`src/rtl/tp_pkg.sv`:
```
package tp_pkg;

  typedef logic [1:0] ctr_t;

  localparam ctr_t CTR_RESET    = 2'd1;  // weakly not-taken
  localparam ctr_t CHOOSE_RESET = 2'd1;  // weakly favours local

  typedef struct packed {
    logic wrTables;   // train local and pattern counters, shift history
    logic wrChoose;   // train the chooser counter
    logic chooseUp;   // chooser step direction: 1 = toward pattern table
    logic dirTaken;   // resolved outcome
    logic raiseMiss;  // final guess was wrong
  } strobe_t;

  function automatic ctr_t satStep(ctr_t c, logic up);
    if (up) return (c == 2'd3) ? c : c + 2'd1;
    else    return (c == 2'd0) ? c : c - 2'd1;
  endfunction

endpackage

```
`src/rtl/tp_ctrl.sv`:
```
module tp_ctrl
  import tp_pkg::*;
(
  input  logic    updValid,
  input  logic    updTaken,
  input  logic    updLocalDir,
  input  logic    updGlobalDir,
  input  logic    updFinalDir,
  output strobe_t strb
);

  always_comb begin
    strb.wrTables  = updValid;
    strb.wrChoose  = updValid && (updLocalDir != updGlobalDir);
    strb.chooseUp  = (updGlobalDir == updTaken);
    strb.dirTaken  = updTaken;
    strb.raiseMiss = updValid && (updFinalDir != updTaken);
  end

endmodule

```
`src/rtl/tp_datapath.sv`:
```
module tp_datapath
  import tp_pkg::*;
#(
  parameter int IDX_W    = 6,
  parameter int HIST_LEN = 6
) (
  input  logic                clk,
  input  logic                rstN,
  input  logic [IDX_W-1:0]    predPc,
  input  strobe_t             strb,
  input  logic [IDX_W-1:0]    updLocalIdx,
  input  logic [HIST_LEN-1:0] updGlobalIdx,
  input  logic [IDX_W-1:0]    updChooseIdx,
  output logic                predLocalDir,
  output logic                predGlobalDir,
  output logic                predTaken,
  output logic [HIST_LEN-1:0] histOut,
  output logic                mispredict
);

  localparam int LOC_N = 1 << IDX_W;
  localparam int GLB_N = 1 << HIST_LEN;

  ctr_t locTab [LOC_N];
  ctr_t chTab  [LOC_N];
  ctr_t gloTab [GLB_N];
  logic [HIST_LEN-1:0] hist;
  logic missQ;

  // Per-address entries: local counter and chooser counter
  for (genvar e = 0; e < LOC_N; e++) begin : g_loc
    always_ff @(posedge clk or negedge rstN) begin
      if (!rstN) begin
        locTab[e] <= CTR_RESET;
        chTab[e]  <= CHOOSE_RESET;
      end else begin
        if (strb.wrTables && (updLocalIdx == IDX_W'(e)))
          locTab[e] <= satStep(locTab[e], strb.dirTaken);
        if (strb.wrChoose && (updChooseIdx == IDX_W'(e)))
          chTab[e] <= satStep(chTab[e], strb.chooseUp);
      end
    end
  end

  // History-indexed pattern entries
  for (genvar e = 0; e < GLB_N; e++) begin : g_glb
    always_ff @(posedge clk or negedge rstN) begin
      if (!rstN)
        gloTab[e] <= CTR_RESET;
      else if (strb.wrTables && (updGlobalIdx == HIST_LEN'(e)))
        gloTab[e] <= satStep(gloTab[e], strb.dirTaken);
    end
  end

  always_ff @(posedge clk or negedge rstN) begin
    if (!rstN) begin
      hist  <= '0;
      missQ <= 1'b0;
    end else begin
      if (strb.wrTables) hist <= {hist[HIST_LEN-2:0], strb.dirTaken};
      missQ <= strb.raiseMiss;
    end
  end

  ctr_t locCtr, gloCtr, chCtr;

  always_comb begin
    locCtr        = locTab[predPc];
    chCtr         = chTab[predPc];
    gloCtr        = gloTab[hist];
    predLocalDir  = locCtr[1];
    predGlobalDir = gloCtr[1];
    predTaken     = chCtr[1] ? predGlobalDir : predLocalDir;
  end

  assign histOut    = hist;
  assign mispredict = missQ;

endmodule

```
`src/rtl/tournament_bp.sv`:
```
module tournament_bp
  import tp_pkg::*;
#(
  parameter int IDX_W    = 6,
  parameter int HIST_LEN = 6
) (
  input  logic                clk,
  input  logic                rstN,
  input  logic [IDX_W-1:0]    predPc,
  output logic                predTaken,
  output logic                predLocalDir,
  output logic                predGlobalDir,
  output logic [IDX_W-1:0]    predLocalIdx,
  output logic [HIST_LEN-1:0] predGlobalIdx,
  output logic [IDX_W-1:0]    predChooseIdx,
  input  logic                updValid,
  input  logic                updTaken,
  input  logic [IDX_W-1:0]    updLocalIdx,
  input  logic [HIST_LEN-1:0] updGlobalIdx,
  input  logic [IDX_W-1:0]    updChooseIdx,
  input  logic                updLocalDir,
  input  logic                updGlobalDir,
  input  logic                updFinalDir,
  output logic                mispredict
);

  strobe_t strb;

  tp_ctrl ctrl_i (
    .updValid    (updValid),
    .updTaken    (updTaken),
    .updLocalDir (updLocalDir),
    .updGlobalDir(updGlobalDir),
    .updFinalDir (updFinalDir),
    .strb        (strb)
  );

  tp_datapath #(.IDX_W(IDX_W), .HIST_LEN(HIST_LEN)) dp_i (
    .clk          (clk),
    .rstN         (rstN),
    .predPc       (predPc),
    .strb         (strb),
    .updLocalIdx  (updLocalIdx),
    .updGlobalIdx (updGlobalIdx),
    .updChooseIdx (updChooseIdx),
    .predLocalDir (predLocalDir),
    .predGlobalDir(predGlobalDir),
    .predTaken    (predTaken),
    .histOut      (predGlobalIdx),
    .mispredict   (mispredict)
  );

  assign predLocalIdx  = predPc;
  assign predChooseIdx = predPc;

endmodule

```
`config.mk`:
```
export PLATFORM = sky130hd
export DESIGN_NAME = tournament_bp
export DESIGN_NICKNAME = d
export VERILOG_FILES = /design/src/rtl/tp_pkg.sv /design/src/rtl/tp_ctrl.sv /design/src/rtl/tp_datapath.sv /design/src/rtl/tournament_bp.sv
export SDC_FILE = /design/constraint.sdc
export NUM_CORES = 1
export LEC_CHECK = 0
export ABC_AREA = 1
export ABC_CLOCK_PERIOD_IN_PS = 2100
export BUFFER_PORTS_ARGS = -buffer_cell sky130_fd_sc_hd__buf_4
export CORE_ASPECT_RATIO = 0.75
export CORE_UTILIZATION = 40
export CTS_CLUSTER_SIZE = 16
export DETAILED_ROUTE_END_ITERATION = 16
export GPL_ROUTABILITY_DRIVEN = 0
export PLACE_DENSITY = 0.54
export SETUP_SLACK_MARGIN = 0.4
export SLEW_MARGIN = 20
export SYNTH_ARGS = -nofsm -noshare
export SYNTH_HDL_FRONTEND = slang
export SYNTH_HIERARCHICAL = 1
export SYNTH_SLANG_ARGS = --single-unit
export TNS_END_PERCENT = 5
```
`constraint.sdc`:
```
create_clock -name clk -period 2.1 [get_ports clk]
set_input_delay 0.42 -clock clk [delete_from_list [all_inputs] [get_ports clk]]
set_output_delay 0.42 -clock clk [all_outputs]
set_load 0.005 [all_outputs]
```
# Yosys cells after proc, flatten, opt, wreduce, memory -nomap -nowiden
# Index checks and enable logic that the tools add are counted.
[totals] reg_bits=391 output_inout_bits=22 word_cells=2517
[classes] addsub=384 n_lt_le_gt_ge=2 n_eq_ne=768 muxes=586 bitwise_logic=2 reduce_logical=581
[ops] cell="$mux W2" count=582
[ops] cell="$ne A2 B2 Y1 const B" count=384
[ops] cell="$eq A6 B6 Y1 const B" count=96
[ops] cell="$reduce_and A3 Y1" count=192
[ops] cell="$add A2 B1 Y2 const B" count=192
[ops] cell="$eq A2 B2 Y1 const B" count=192
[ops] cell="$logic_not A2 Y1" count=192
[ops] cell="$sub A2 B1 Y2 const B" count=192
[ops] cell="$eq A6 B5 Y1 const B" count=48
[ops] cell="$logic_and A1 B1 Y1" count=194
[ops] cell="$eq A6 B4 Y1 const B" count=24
[ops] cell="$eq A6 B3 Y1 const B" count=12
[ops] cell="$bmux W2 S6" count=3
[ops] cell="$eq A6 B2 Y1 const B" count=6
[ops] cell="$eq A6 B1 Y1 const B" count=3
[ops] cell="$logic_not A6 Y1" count=3
[ops] cell="$ge A7 B7 Y1 const B" count=2
[ops] cell="$not A6 Y7" count=2
[ops] cell="$ne A1 B1 Y1" count=2
[ops] cell="$eq A1 B1 Y1" count=1
[ops] cell="$mux W1" count=1

# Logic depth before layout (Yosys ltp)
# Gate-level depths: netlist of the first run.
[depth] depth_word=5 depth_mapped=15 mapped_depth_nobuf=12

# Modules after synthesis
# The synthesis of the first run kept the hierarchy.
[modules_own_cells] module="tp_datapath" n_inst=1 cells_each=2823 area_each_um2=21166.6 seq_area_each_um2=10024.6
[modules_own_cells] module="tournament_bp" n_inst=1 cells_each=12 area_each_um2=90.1 seq_area_each_um2=0.0
[modules_own_cells] module="tp_ctrl" n_inst=1 cells_each=11 area_each_um2=53.8 seq_area_each_um2=0.0

# Worst setup path after synthesis of the first run
# Ideal clock, no wire load.
[synth_timing] path_kind="input -> output" startpoint="in predPc[0]" endpoint="out predTaken" arrival_time_ns=1.461 path_slack_ns=0.219 cell_stages=14 path_cell_list="buf_4 -> inv_2 -> buf_6 -> buf_6 -> nand2_1 -> nand3_1 -> nand3_1 -> nand2_1 -> nand2_1 -> nand3_1 -> nand3_1 -> nand2_1 -> nand2_1 -> nand2_1"
[synth_via] elab_chain_len=5 word_cells_on_any_way=8 cone_classes="7 x mux; 1 x bitwise"
[synth_lines] element="start: declaration" line_no="tournament_bp.sv:9" text="input logic [IDX_W-1:0] predPc,"
[synth_lines] element="$not A6 Y7 (not written as such)" line_no="tp_datapath.sv:68" text="locCtr = locTab[predPc];"
[synth_lines] element="$bmux W2 S6" line_no="tp_datapath.sv:68"
[synth_lines] element="$mux W2 (not written as such) (2 in series)" line_no="tp_datapath.sv:68"
[synth_lines] element="net predLocalDir" line_no="tournament_bp.sv:11" text="output logic predLocalDir,"
[synth_lines] element="$mux W1" line_no="tp_datapath.sv:73" text="predTaken = chCtr[1] ? predGlobalDir : predLocalDir;"
[synth_lines] element="end: declaration" line_no="tournament_bp.sv:10" text="output logic predTaken,"
# The timed path passes the listed nets, and every way through them passes these cells. The select of a mux whose other input is x is not followed.

# Final worst setup path of the first run
[layout_timing] startpoint="reg dp_i.hist[0] (netlist: dp_i/histOut[0])" endpoint="out predTaken"
[layout_via] elab_chain_len=5
[layout_lines] element="start: declaration" line_no="tp_datapath.sv:27" text="logic [HIST_LEN-1:0] hist;"
[layout_lines] element="start signal: assignment" line_no="tp_datapath.sv:60" text="if (strb.wrTables) hist <= {hist[HIST_LEN-2:0], strb.dirTaken};"
[layout_lines] element="$not A6 Y7 (not written as such)" line_no="tp_datapath.sv:70" text="gloCtr = gloTab[hist];"
[layout_lines] element="$bmux W2 S6" line_no="tp_datapath.sv:70"
[layout_lines] element="$mux W2 (not written as such) (2 in series)" line_no="tp_datapath.sv:70"
[layout_lines] element="$mux W1" line_no="tp_datapath.sv:73"
# No other way between the ends. The select of a mux whose other input is x is not followed.

==> summary.txt, run 1 <==
Synth
  – Most used DFF post-synth: dfrtp_1
  – Top cell type's share of synthesized area: 23.7%
  – Mapped Cells: 2846
  – Fraction of registers with async set/reset: 100%
  – Largest area contributor in the netlist: dfstp_2
  – Synth Cell Area: 21300 um2
  – Warnings from Yosys: 6
  – Cell variety after synth: 25
  – Adder-cell share of the synthesized area: 0%
  – Ranking of synthesized cells by area: dfstp_2 24%, dfrtp_1 23%, o21ai_0 14%
  – Post-synth top cells: 643 x nand2_1, 608 x o21ai_0, 266 x nor2_1, 246 x inv_1, 199 x dfrtp_1
  – Simple-gate share of the synthesized area: 20.5%
  – FF+latch count, synth: 391
  – Synth Area in XOR/XNOR: 0.0411%
  – Count leader, synth: nand2_1
  – Synth Area in Compound Gates: 25.0%
  – Synth Area per Inst: 7.49 um2
  – Sequential share of the synthesized area: 47.0%
  – EDFF count, synth: 0
  – Mux cell area share after synthesis: 0%
  – Syn Nets: 2877
  – Main combinational cell family by area after synthesis: compound AO/OA/AOI/OAI gates

STA
  – RSZ-0062 raised after global routing: true
  – Final min period: 2.64 ns
  – Setup TNS: -1.41 ns
  – Pins Over Slew Limit: 0
  – F_max: 378 MHz
  – Worst Skew: 0.0112 ns
  – Hold Fails Final Rpt: 0
  – Final hold slack: 0.0960 ns
  – Slew @ Worst Pin: 0.668 ns
  – Period utilization: 126%
  – Finish-stage setup viols: 3
  – Worst relative slew slack: 55.5%
  – Worst Setup Slack, final: -0.543 ns

Global route
  – Largest net degree at the start of global routing: 158
  – Initial antenna violation count: 0
  – First-pass GRT wire length: 98900 um
  – Total congestion overflow: 0
  – Vias in the first global route: 18600
  – GRT Total Usage: 22.8%

Place
  – Worst slack, placed: -0.221 ns
  – Post-DP HPWL: 42600 um
  – PortBufs: 52
  – Cell Area, Placed: 23000 um2

Worst setup path
  – CP endpoint: predTaken
  – Worst Path Arrival: 2.22 ns
  – Critical R2R Capture: dp_i/chTab[98]
  – Endpoint class of the critical path: output pin
  – Setup CP Type: flop to output pin
  – WP data required: 1.68 ns
  – Critical Path Start: dp_i/histOut[0]
  – R2r setup slk: 0.99 ns
  – Worst Path Max Fanout: 8
  – Crit path launch type: flop
  – Register-to-Register Path Depth: 5
  – Worst r2r src: dp_i/chTab[98]

Route
  – Antenna-violating nets left: 0
  – Via density: 5.51
  – TritonRoute pass-1 iters: 5
  – Routed len/inst: 17.2 um
  – WL final: 62600 um
  – Drt drc: 0
  – Routed via count: 20100
  – Violation count after the first detailed-routing iteration: 1855

Floorplan
  – Initial core utilization: 40.9%
  – CORE AREA: 52100 um2
  – Die Y: 202 um
  – Rows: 72
  – Full die area: 54200 um2
  – IO Pins: 53
  – Die Width: 269 um

Power
  – PD cells: 815 nW/um2
  – Leakage power: 9.90 nW
  – Total power: 0.0203 W
  – Worst vdd ir: 502 uV

Layout
  – Inserted Diodes: 0
  – # fillers: 5058
  – Layout cells sized above 1: 16.6%
  – Fin nets: 2943
  – Final Instance Area: 24900 um2
  – P&R area growth vs syn: 17.0%

Min path
  – Hold Crit Class: input port to flop

Clocking
  – Cts bufs inserted: 44
  – Clock sinks: 391
  – CTS clk-pin slew, worst paths: 0.06 ns
  – Max Root-Sink Buffers: 3
  – H-tree lvl count: 2
  – Worst skew pair latency: 0.56 ns
  – Root Driver: clkbuf_16
  – CTS tree: built

Job
  – Max Cap Viol: 0

Run status
  – Violated checks: setup timing
  – Result of the run: complete, but fails checks
## worst min path at each step
stage	startpoint	endpoint	slack, ns	cells past startpoint
2_1_floorplan	rstN	dp_i/chTab[101]	0.12	0
3_3_place_gp	rstN	dp_i/locTab[35]	0.37	1
3_5_place_dp	rstN	dp_i/locTab[35]	0.38	1
4_1_cts	updFinalDir	dp_i/mispredict	0.06	3
5_1_grt	updFinalDir	dp_i/mispredict	0.09	4
6_report	updFinalDir	dp_i/mispredict	0.1	3
## flip-flops by register name (all words and copies together), names as in the netlist
register,cells
dp_i/gloTab,128
dp_i/chTab,128
dp_i/histOut,6
dp_i/mispredict,1
dp_i/locTab,128
## critical path: stages, from the launching register on
cell and delay (ns):
dfrtp_1 0.41, inv_4 0.12, buf_12 0.14, buf_6 0.11, nand2_1 0.04, nand3_1 0.06
nand3_1 0.07, nand2_1 0.07, nand2_1 0.06, nand3_1 0.11, nand3_2 0.10, nand2_4 0.11
nand2_2 0.06, nand2_2 0.09, buf_6 0.10
## layout make-up
type	instances	area (um2)	share of cell area, %
clock inverter	12	169	0.677
clock buffer	68	1310	5.26
sequential	391	10000	40.2
multi-input combinational	2071	9950	39.9
inverter	260	981	3.93
timing repair buffer	144	1620	6.50
tap	703	880	3.53
## layer usage
metal / track usage (%) / share of wire [%] / up-vias / wire length, um
li1: - / - / 9721 / -
met2: 33.9 / 43 / 470 / 27000
met1: 34.6 / 50 / 9840 / 31100
met5: 0 / 0 / - / 0
met3: 3.33 / 5.5 / 66 / 3470
met4: 5.58 / 1.8 / 0 / 1110
## cells in the final DEF (no fill, tap or decap), types with 2 or more instances in the layout
cell | Yosys | routed
dfrtp_1 | 199 | 198
nand3_1 | 157 | 126
clkinv_1 | 3 | 3
nand2_1 | 643 | 613
o21ai_0 | 608 | 605
nand2_4 | 0 | 3
buf_4 | 18 | 90
dfstp_2 | 192 | 192
buf_6 | 5 | 15
o31ai_1 | 132 | 132
nor2_1 | 266 | 266
clkinv_2 | 0 | 6
o21ai_1 | 61 | 64
clkbuf_16 | 0 | 48
bufinv_16 | 0 | 4
o22ai_1 | 2 | 2
a21oi_1 | 179 | 178
nor3_2 | 5 | 5
buf_8 | 0 | 2
nor3_4 | 7 | 7
clkbuf_1 | 63 | 13
clkbuf_8 | 0 | 11
buf_12 | 0 | 31
nand3_2 | 0 | 31
inv_4 | 0 | 2
a211oi_1 | 7 | 7
nand2_2 | 0 | 27
inv_2 | 11 | 10
inv_1 | 246 | 245
## where the power goes
group | switching, W | internal (W)
clock | 0.00328 | 0.00479
combinational | 0.00187 | 0.00117
sequential | 0.000646 | 0.00858
## per-stage QoR
stage	instances	utilization, %
floorplan	2846	-
global placement	3557	44.1
detailed placement	3557	44.1
CTS	3640	47.1
global route	3649	47.9
finish	3649	47.9
## logic make-up (layout without fill, tap and decap cells)
group,after synthesis,count (layout)
xor gates and xnor gates,1,1
and+or+nand+nor,1078,1078
buffers and inverters,384,484
DFF,391,391
AOI/OAI and AO/OA,992,992
## what timing repair did
item | in CTS | in global routing
hold buffers | 1 | 0
cloned | 1 | 5
gates resized for setup | 12 | 74
pin swaps | 3 | 34
setup endpoints to repair | 6 | 7
hold endpoints to repair | 14 | 0
buffers inserted | 1 | 4
No activity file was read; power rests on OpenSTA's default activity.
==> run 2: changes to the inputs <==
Settings changed: REMOVE_ABC_BUFFERS set to 1.
==> summary.txt, run 2 (same netlist as run 1, synthesis figures left out) <==
Layout
  – # fillers: 5069 (+0.22%)
  – P&R area growth vs syn: 15.8%
  – Flip-flop and latch area: 10000 um2 (about the same)
  – Top Registers: dp_i/chTab x128, dp_i/gloTab x128, dp_i/locTab x128
  – Fin nets: 2930 (-0.44%)
  – Layout cells sized above 1: 15.6% (-1.0 points)
  – Multi-input gate area: 9900 um2 (-0.45%)
  – Leading cell types in the layout, fill and taps excluded: 627 x nand2_1, 608 x o21ai_0, 266 x nor2_1
  – Leading cell type in the layout, fill and taps excluded: nand2_1
  – Inserted Diodes: 0 (unchanged)

Power
  – Sequential group share of total power: 46.1% (+0.7 points)
  – Psw: 0.00573 W (-0.95%)
  – Leakage power: 9.78 nW (-1.2%)
  – P_int: 0.0143 W (-1.9%)
  – Worst vdd ir: 646 uV (+29%)
  – PD cells: 810 nW/um2 (-0.60%)
  – Combinational Power Share: 14.9% (about the same)
  – Clock Power Share: 39.0% (-0.7 points)
  – Switch share: 28.7% (+0.19 points)

Worst setup path
  – Worst Path Arrival: 2.22 ns (about the same)
  – Endpoint class of the critical path: output pin
  – WP data required: 1.68 ns (about the same)
  – Slowest CP cell: dfrtp_1
  – CP max stage delay: 0.43 ns (+0.02 ns)
  – Worst Path Max Fanout: 8 (unchanged)
  – Crit path launch type: flop
  – Bufs and invs on worst path: 3 (-1)
  – Top Family by Delay on Critical Path: simple AND/OR/NAND/NOR gates
  – CP most frequent cell: nand3_2
  – Setup CP Type: flop to output pin
  – Cell Chain, Critical Path: clkinv_4 > buf_12 > nand2_2 > nand3_2 > nand3_2 > nand2_1 > nand2_1 > nand3_2 > nand3_2 > nand2_4 > nand2_2 > nand2_2 > buf_6

STA
  – Worst Skew: 0.0138 ns (+0.00262 ns)
  – RSZ-0062 raised after global routing: true
  – F_max: 379 MHz (+0.23%)
  – Final min period: 2.64 ns (-0.00603 ns)
  – Slew @ Worst Pin: 0.612 ns (-0.0561 ns)
  – Pins Over Slew Limit: 0 (unchanged)
  – Worst relative slew slack: 59.2% (+3.7 points)
  – Setup TNS: -1.39 ns (+0.0180 ns)
  – Finish-stage setup viols: 3 (unchanged)
  – Final hold slack: 0.0943 ns (-0.00172 ns)
  – Hold Fails Final Rpt: 0 (unchanged)
  – Period utilization: 126% (-0.29 points)
  – Worst Setup Slack, final: -0.537 ns (+0.00603 ns)

Global route
  – Total congestion overflow: 0 (unchanged)
  – First-pass GRT wire length: 98600 um (-0.31%)
  – GRT Total Usage: 22.7% (-0.11 points)
  – Initial antenna violation count: 0 (unchanged)
  – Largest net degree at the start of global routing: 100 (-37%)
  – Vias in the first global route: 18400 (-1.2%)

Floorplan
  – IO Pins: 53 (unchanged)
  – Full die area: 54200 um2 (unchanged)
  – Rows: 72 (unchanged)
  – Die Width: 269 um (unchanged)
  – Initial core utilization: 40.9% (unchanged)
  – CORE AREA: 52100 um2 (unchanged)
  – Die Y: 202 um (unchanged)

Route
  – Violation count after the first detailed-routing iteration: 1767 (-4.7%)
  – Antenna-violating nets left: 0 (unchanged)
  – WL final: 61700 um (-1.4%)
  – Routed via count: 19900 (-1.1%)
  – Via density: 5.46 (-0.78%)
  – TritonRoute pass-1 iters: 6 (+1)
  – Drt drc: 0 (unchanged)
  – Routed len/inst: 17.0 um (-1.1%)

Clocking
  – Clock sinks: 391 (unchanged)
  – CTS clk-pin slew, worst paths: 0.06 ns (about the same)
  – Worst skew pair latency: 0.58 ns (+0.02 ns)
  – Root Driver: clkbuf_16
  – Postcts setup bufs: 0 (-1)
  – CTS tree: built
  – Max Root-Sink Buffers: 3 (unchanged)
  – H-tree lvl count: 2 (unchanged)
  – Cts bufs inserted: 45 (+2.3%)

Job
  – Max Cap Viol: 0 (unchanged)

Min path
  – Hold Crit Class: input port to flop

Place
  – PortBufs: 52 (unchanged)
  – Post-DP HPWL: 42300 um (-0.69%)

Run status
  – Result of the run: complete, but fails checks
  – Violated checks: setup timing
run 2: cell types whose count changed in the layout (fill, tap and decap cells not counted), sizes merged:
cell / before / now
buf: 139 / 126
bufinv: 4 / 1
clkbuf: 72 / 78
clkinv: 9 / 11
clkinvlp: 1 / 0
inv: 258 / 257
run 2: layout make-up:
class | instances | share of cell area (%)
sequential | 391 | 40.6
clock buffer | 75 | 5.56
multi-input combinational | 2071 | 40.1
tap | 703 | 3.56
clock inverter | 9 | 0.299
inverter | 260 | 3.98
timing repair buffer | 130 | 5.86
run 2: per-stage QoR:
stage / util [%] / total power (W) / cells / area (um2) / setup slack, ns
2_1_floorplan: - / 0.0109 / 2722 / 20700 / -7.15
3_3_place_gp: 44.0 / 0.0120 / 3550 / 22900 / -0.273
3_5_place_dp: 44.0 / 0.0122 / 3550 / 22900 / -0.290
4_1_cts: 46.9 / 0.0201 / 3635 / 24400 / -0.495
5_1_grt: 47.4 / 0.0210 / 3639 / 24700 / -0.649
6_report: 47.4 / 0.0200 / 3639 / 24700 / -0.537
run 2: metal layers:
layer  track usage (%)  routed length [um]  vias up  share of wire (%)
met5                 0                   0        -                  0
li1                  -                   -     9690                  -
met3              2.96                3730       68                6.0
met1              35.3               30700     9619                 50
met2              33.1               26300      508                 43
met4              5.50                1020        0                1.6
run 2: power by group through the flow:
stage	registers, W	clock network, W	logic (W)
floorplan	0.00914	0	0.00171
global placement	0.00925	0	0.00272
finish	0.00922	0.00780	0.00298
CTS	0.00920	0.00804	0.00288
global route	0.00933	0.00831	0.00339
detailed placement	0.00931	0	0.00286
run 2: final timing paths:
path,endpoint,startpoint,slack (ns),depth (start not counted)
min,dp_i/mispredict,updFinalDir,0.09,4
min in group asynchronous,dp_i/gloTab[13],rstN,0.43,2
max reg2reg,dp_i/gloTab[94],dp_i/gloTab[94],0.97,5
min reg2reg,dp_i/gloTab[20],dp_i/gloTab[20],0.48,2
max in group asynchronous,dp_i/chTab[74],rstN,0.91,3
max,predTaken,dp_i/histOut[0],-0.54,13
run 2: repair_timing:
item / 4_1_cts / 5_1_grt
resized for setup: 10 / 48
cloned: 0 / 4
pin swaps: 1 / 22
endpoints found under the setup margin: 6 / 6
endpoints found under the hold margin: 23 / 0
hold buffers: 1 / 0
run 2: worst min-delay path, delay by kind of cell:
family                 cells  cell delay [ns]
buffers and inverters      1             0.08
AND/OR/NAND/NOR            3             0.12
==> run 3: changes to the inputs <==
Settings changed: CORE_UTILIZATION 40 to 25, CTS_BUF_LIST set to sky130_fd_sc_hd__clkbuf_4, PLACE_DENSITY 0.54 to 0.39.
==> summary.txt, run 3 (same netlist as run 1, synthesis figures left out) <==
Layout
  – Leading cell type in the layout, fill and taps excluded: nand2_1
  – Leading cell types in the layout, fill and taps excluded: 631 x nand2_1, 608 x o21ai_0, 262 x nor2_1
  – # fillers: 8953 (+77%)
  – Multi-input gate area: 9890 um2 (-0.14%)
  – Layout cells sized above 1: 20.1% (+4.5 points)
  – Fin nets: 3049 (+4.1%)
  – P&R area growth vs syn: 21.0%
  – Top Registers: dp_i/chTab x128, dp_i/gloTab x128, dp_i/locTab x128
  – Flip-flop and latch area: 10000 um2 (about the same)

Min path
  – Hold Crit Class: input port to flop
  – Hold depth: 6 (+2)

Global route
  – Total congestion overflow: 0 (unchanged)
  – Largest net degree at the start of global routing: 124 (+24%)
  – GRT Total Usage: 16.2% (-6.5 points)
  – Initial antenna violation count: 2 (+2)
  – First-pass GRT wire length: 110000 um (+12%)
  – Vias in the first global route: 19800 (+7.4%)

Route
  – Violation count after the first detailed-routing iteration: 1401 (-21%)
  – Routed len/inst: 16.7 um (-1.8%)
  – WL final: 70700 um (+15%)
  – TritonRoute pass-1 iters: 5 (-1)
  – Antenna-violating nets left: 0 (unchanged)
  – Via density: 4.85 (-11%)
  – Drt drc: 0 (unchanged)
  – Routed via count: 20600 (+3.6%)

Floorplan
  – Initial core utilization: 25.3% (-16 points)
  – Full die area: 86400 um2 (+59%)
  – Die Y: 255 um (+26%)
  – IO Pins: 53 (unchanged)
  – CORE AREA: 84300 um2 (+62%)
  – Rows: 92 (+28%)
  – Die Width: 339 um (+26%)

Worst setup path
  – Worst r2r src: dp_i/gloTab[108]
  – Critical R2R Capture: dp_i/gloTab[108]
  – Setup CP Type: flop to output pin
  – CP endpoint: predTaken
  – WP data required: 1.68 ns (about the same)
  – Slowest CP cell: dfrtp_2
  – Cell Chain, Critical Path: clkinv_4 > buf_6 > buf_6 > nand2_2 > nand3_2 > nand3_2 > nand2_1 > nand2_1 > nand3_1 > nand3_2 > nand2_2 > buf_12 > nand2_4 > nand2_4 > buf_6
  – Critical Path Start: dp_i/histOut[0]
  – Worst Path Arrival: 2.61 ns (+0.39 ns)
  – Worst Path Max Fanout: 5 (-3)
  – CP max stage delay: 0.45 ns (+0.02 ns)
  – Crit path launch type: flop
  – Register-to-Register Path Depth: 5 (unchanged)
  – Endpoint class of the critical path: output pin
  – R2r setup slk: 0.99 ns (+0.02 ns)

Clocking
  – Root Driver: clkbuf_4
  – Max Root-Sink Buffers: 3 (unchanged)
  – CTS clk-pin slew, worst paths: 0.07 ns (about the same)
  – Cts bufs inserted: 109 (+140%)
  – Clock sinks: 391 (unchanged)
  – Worst skew pair latency: 0.91 ns (+0.33 ns)
  – H-tree lvl count: 3 (+1)
  – CTS tree: built

Place
  – PortBufs: 52 (unchanged)
  – Post-DP HPWL: 48300 um (+14%)

Power
  – Worst vdd ir: 378 uV (-42%)
  – Leakage power: 10.2 nW (+4.7%)
  – Total power: 0.0200 W (about the same)
  – PD cells: 775 nW/um2 (-4.3%)

STA
  – Pins Over Slew Limit: 0 (unchanged)
  – Finish-stage setup viols: 3 (unchanged)
  – Final hold slack: 0.125 ns (+0.0310 ns)
  – Hold Fails Final Rpt: 0 (unchanged)
  – Worst Setup Slack, final: -0.933 ns (-0.396 ns)
  – Worst Skew: 0.0391 ns (+0.0253 ns)
  – Slew @ Worst Pin: 0.984 ns (+0.372 ns)
  – Period utilization: 144% (+19 points)
  – F_max: 330 MHz (-13%)
  – RSZ-0062 raised after global routing: true
  – Worst relative slew slack: 34.4% (-25 points)
  – Final min period: 3.03 ns (+0.396 ns)
  – Setup TNS: -2.57 ns (-1.18 ns)

Run status
  – Result of the run: complete, but fails checks
  – Violated checks: setup timing

Job
  – Max Cap Viol: 0 (unchanged)
run 3: cell types whose count changed in the layout (fill, tap and decap cells not counted), moves of 5 or more:
cell	before	now
clkbuf_16	50	0
clkbuf_8	9	0
diode_2	0	6
clkbuf_4	0	185
dfrtp_1	199	193
nand2_2	14	9
clkbuf_1	19	0
buf_6	7	15
buf_4	87	118
clkinv_2	7	0
clkinv_1	3	16
dfrtp_2	0	6
dlygate4sd3_1	1	14
run 3: timing repair:
| action | CTS | global route |
|---|---|---|
| pin swaps | 21 | 4 |
| setup endpoints to repair | 10 | 31 |
| endpoints found under the hold margin | 391 | 0 |
| cloned | 2 | 0 |
| gates resized for setup | 50 | 29 |
| hold buffers | 16 | 0 |
| buffers inserted | 1 | 0 |
run 3: cell type report:
class / instances / share of cell area, %
tap: 1128 / 5.47
clock inverter: 18 / 0.413
inverter: 260 / 3.81
sequential: 391 / 38.9
clock buffer: 185 / 5.39
timing repair buffer: 185 / 7.58
antenna: 6 / 0.0582
multi-input combinational: 2071 / 38.4
run 3: worst max-delay path, delay by kind of cell, from the launching register on:
| family | cells | cell delay, ns |
|---|---|---|
| buffers and inverters | 5 | 0.66 |
| DFF | 1 | 0.45 |
| and+or+nand+nor | 10 | 0.60 |
run 3: through the flow:
step | instance area, um2 | instances | setup WS (ns) | utilization [%]
after floorplan | 20700 | 2722 | -7.15 | -
after global placement | 23800 | 4016 | -0.336 | 28.2
after detailed placement | 23800 | 4016 | -0.314 | 28.2
after CTS | 25700 | 4238 | -1.03 | 30.4
after global routing | 25800 | 4244 | -1.12 | 30.6
final | 25800 | 4244 | -0.933 | 30.6
run 3: where the power goes:
part,switching [W],internal [W],leakage [nW]
registers,0.000644,0.00858,4.73
clock network,0.00357,0.00405,0.894
logic,0.00192,0.00122,4.61
total,0.00613,0.0139,10.2
run 3: how the worst min path moves through the flow:
stage	slack [ns]	start	endpoint
detailed placement	0.36	rstN	dp_i/chTab[55]
global placement	0.36	rstN	dp_i/chTab[7]
global route	0.08	updTaken	dp_i/gloTab[33]
floorplan	0.12	rstN	dp_i/chTab[101]
finish	0.13	updGlobalIdx[2]	dp_i/gloTab[60]
CTS	0.001	updGlobalIdx[3]	dp_i/gloTab[36]
run 3: metal layers:
metal,global-route usage [%],up-vias,wire [um]
met5,0,-,0
met4,4.15,0,1360
met3,2.94,106,3280
met2,23.8,436,29300
met1,24.3,10000,36700
li1,-,10000,-
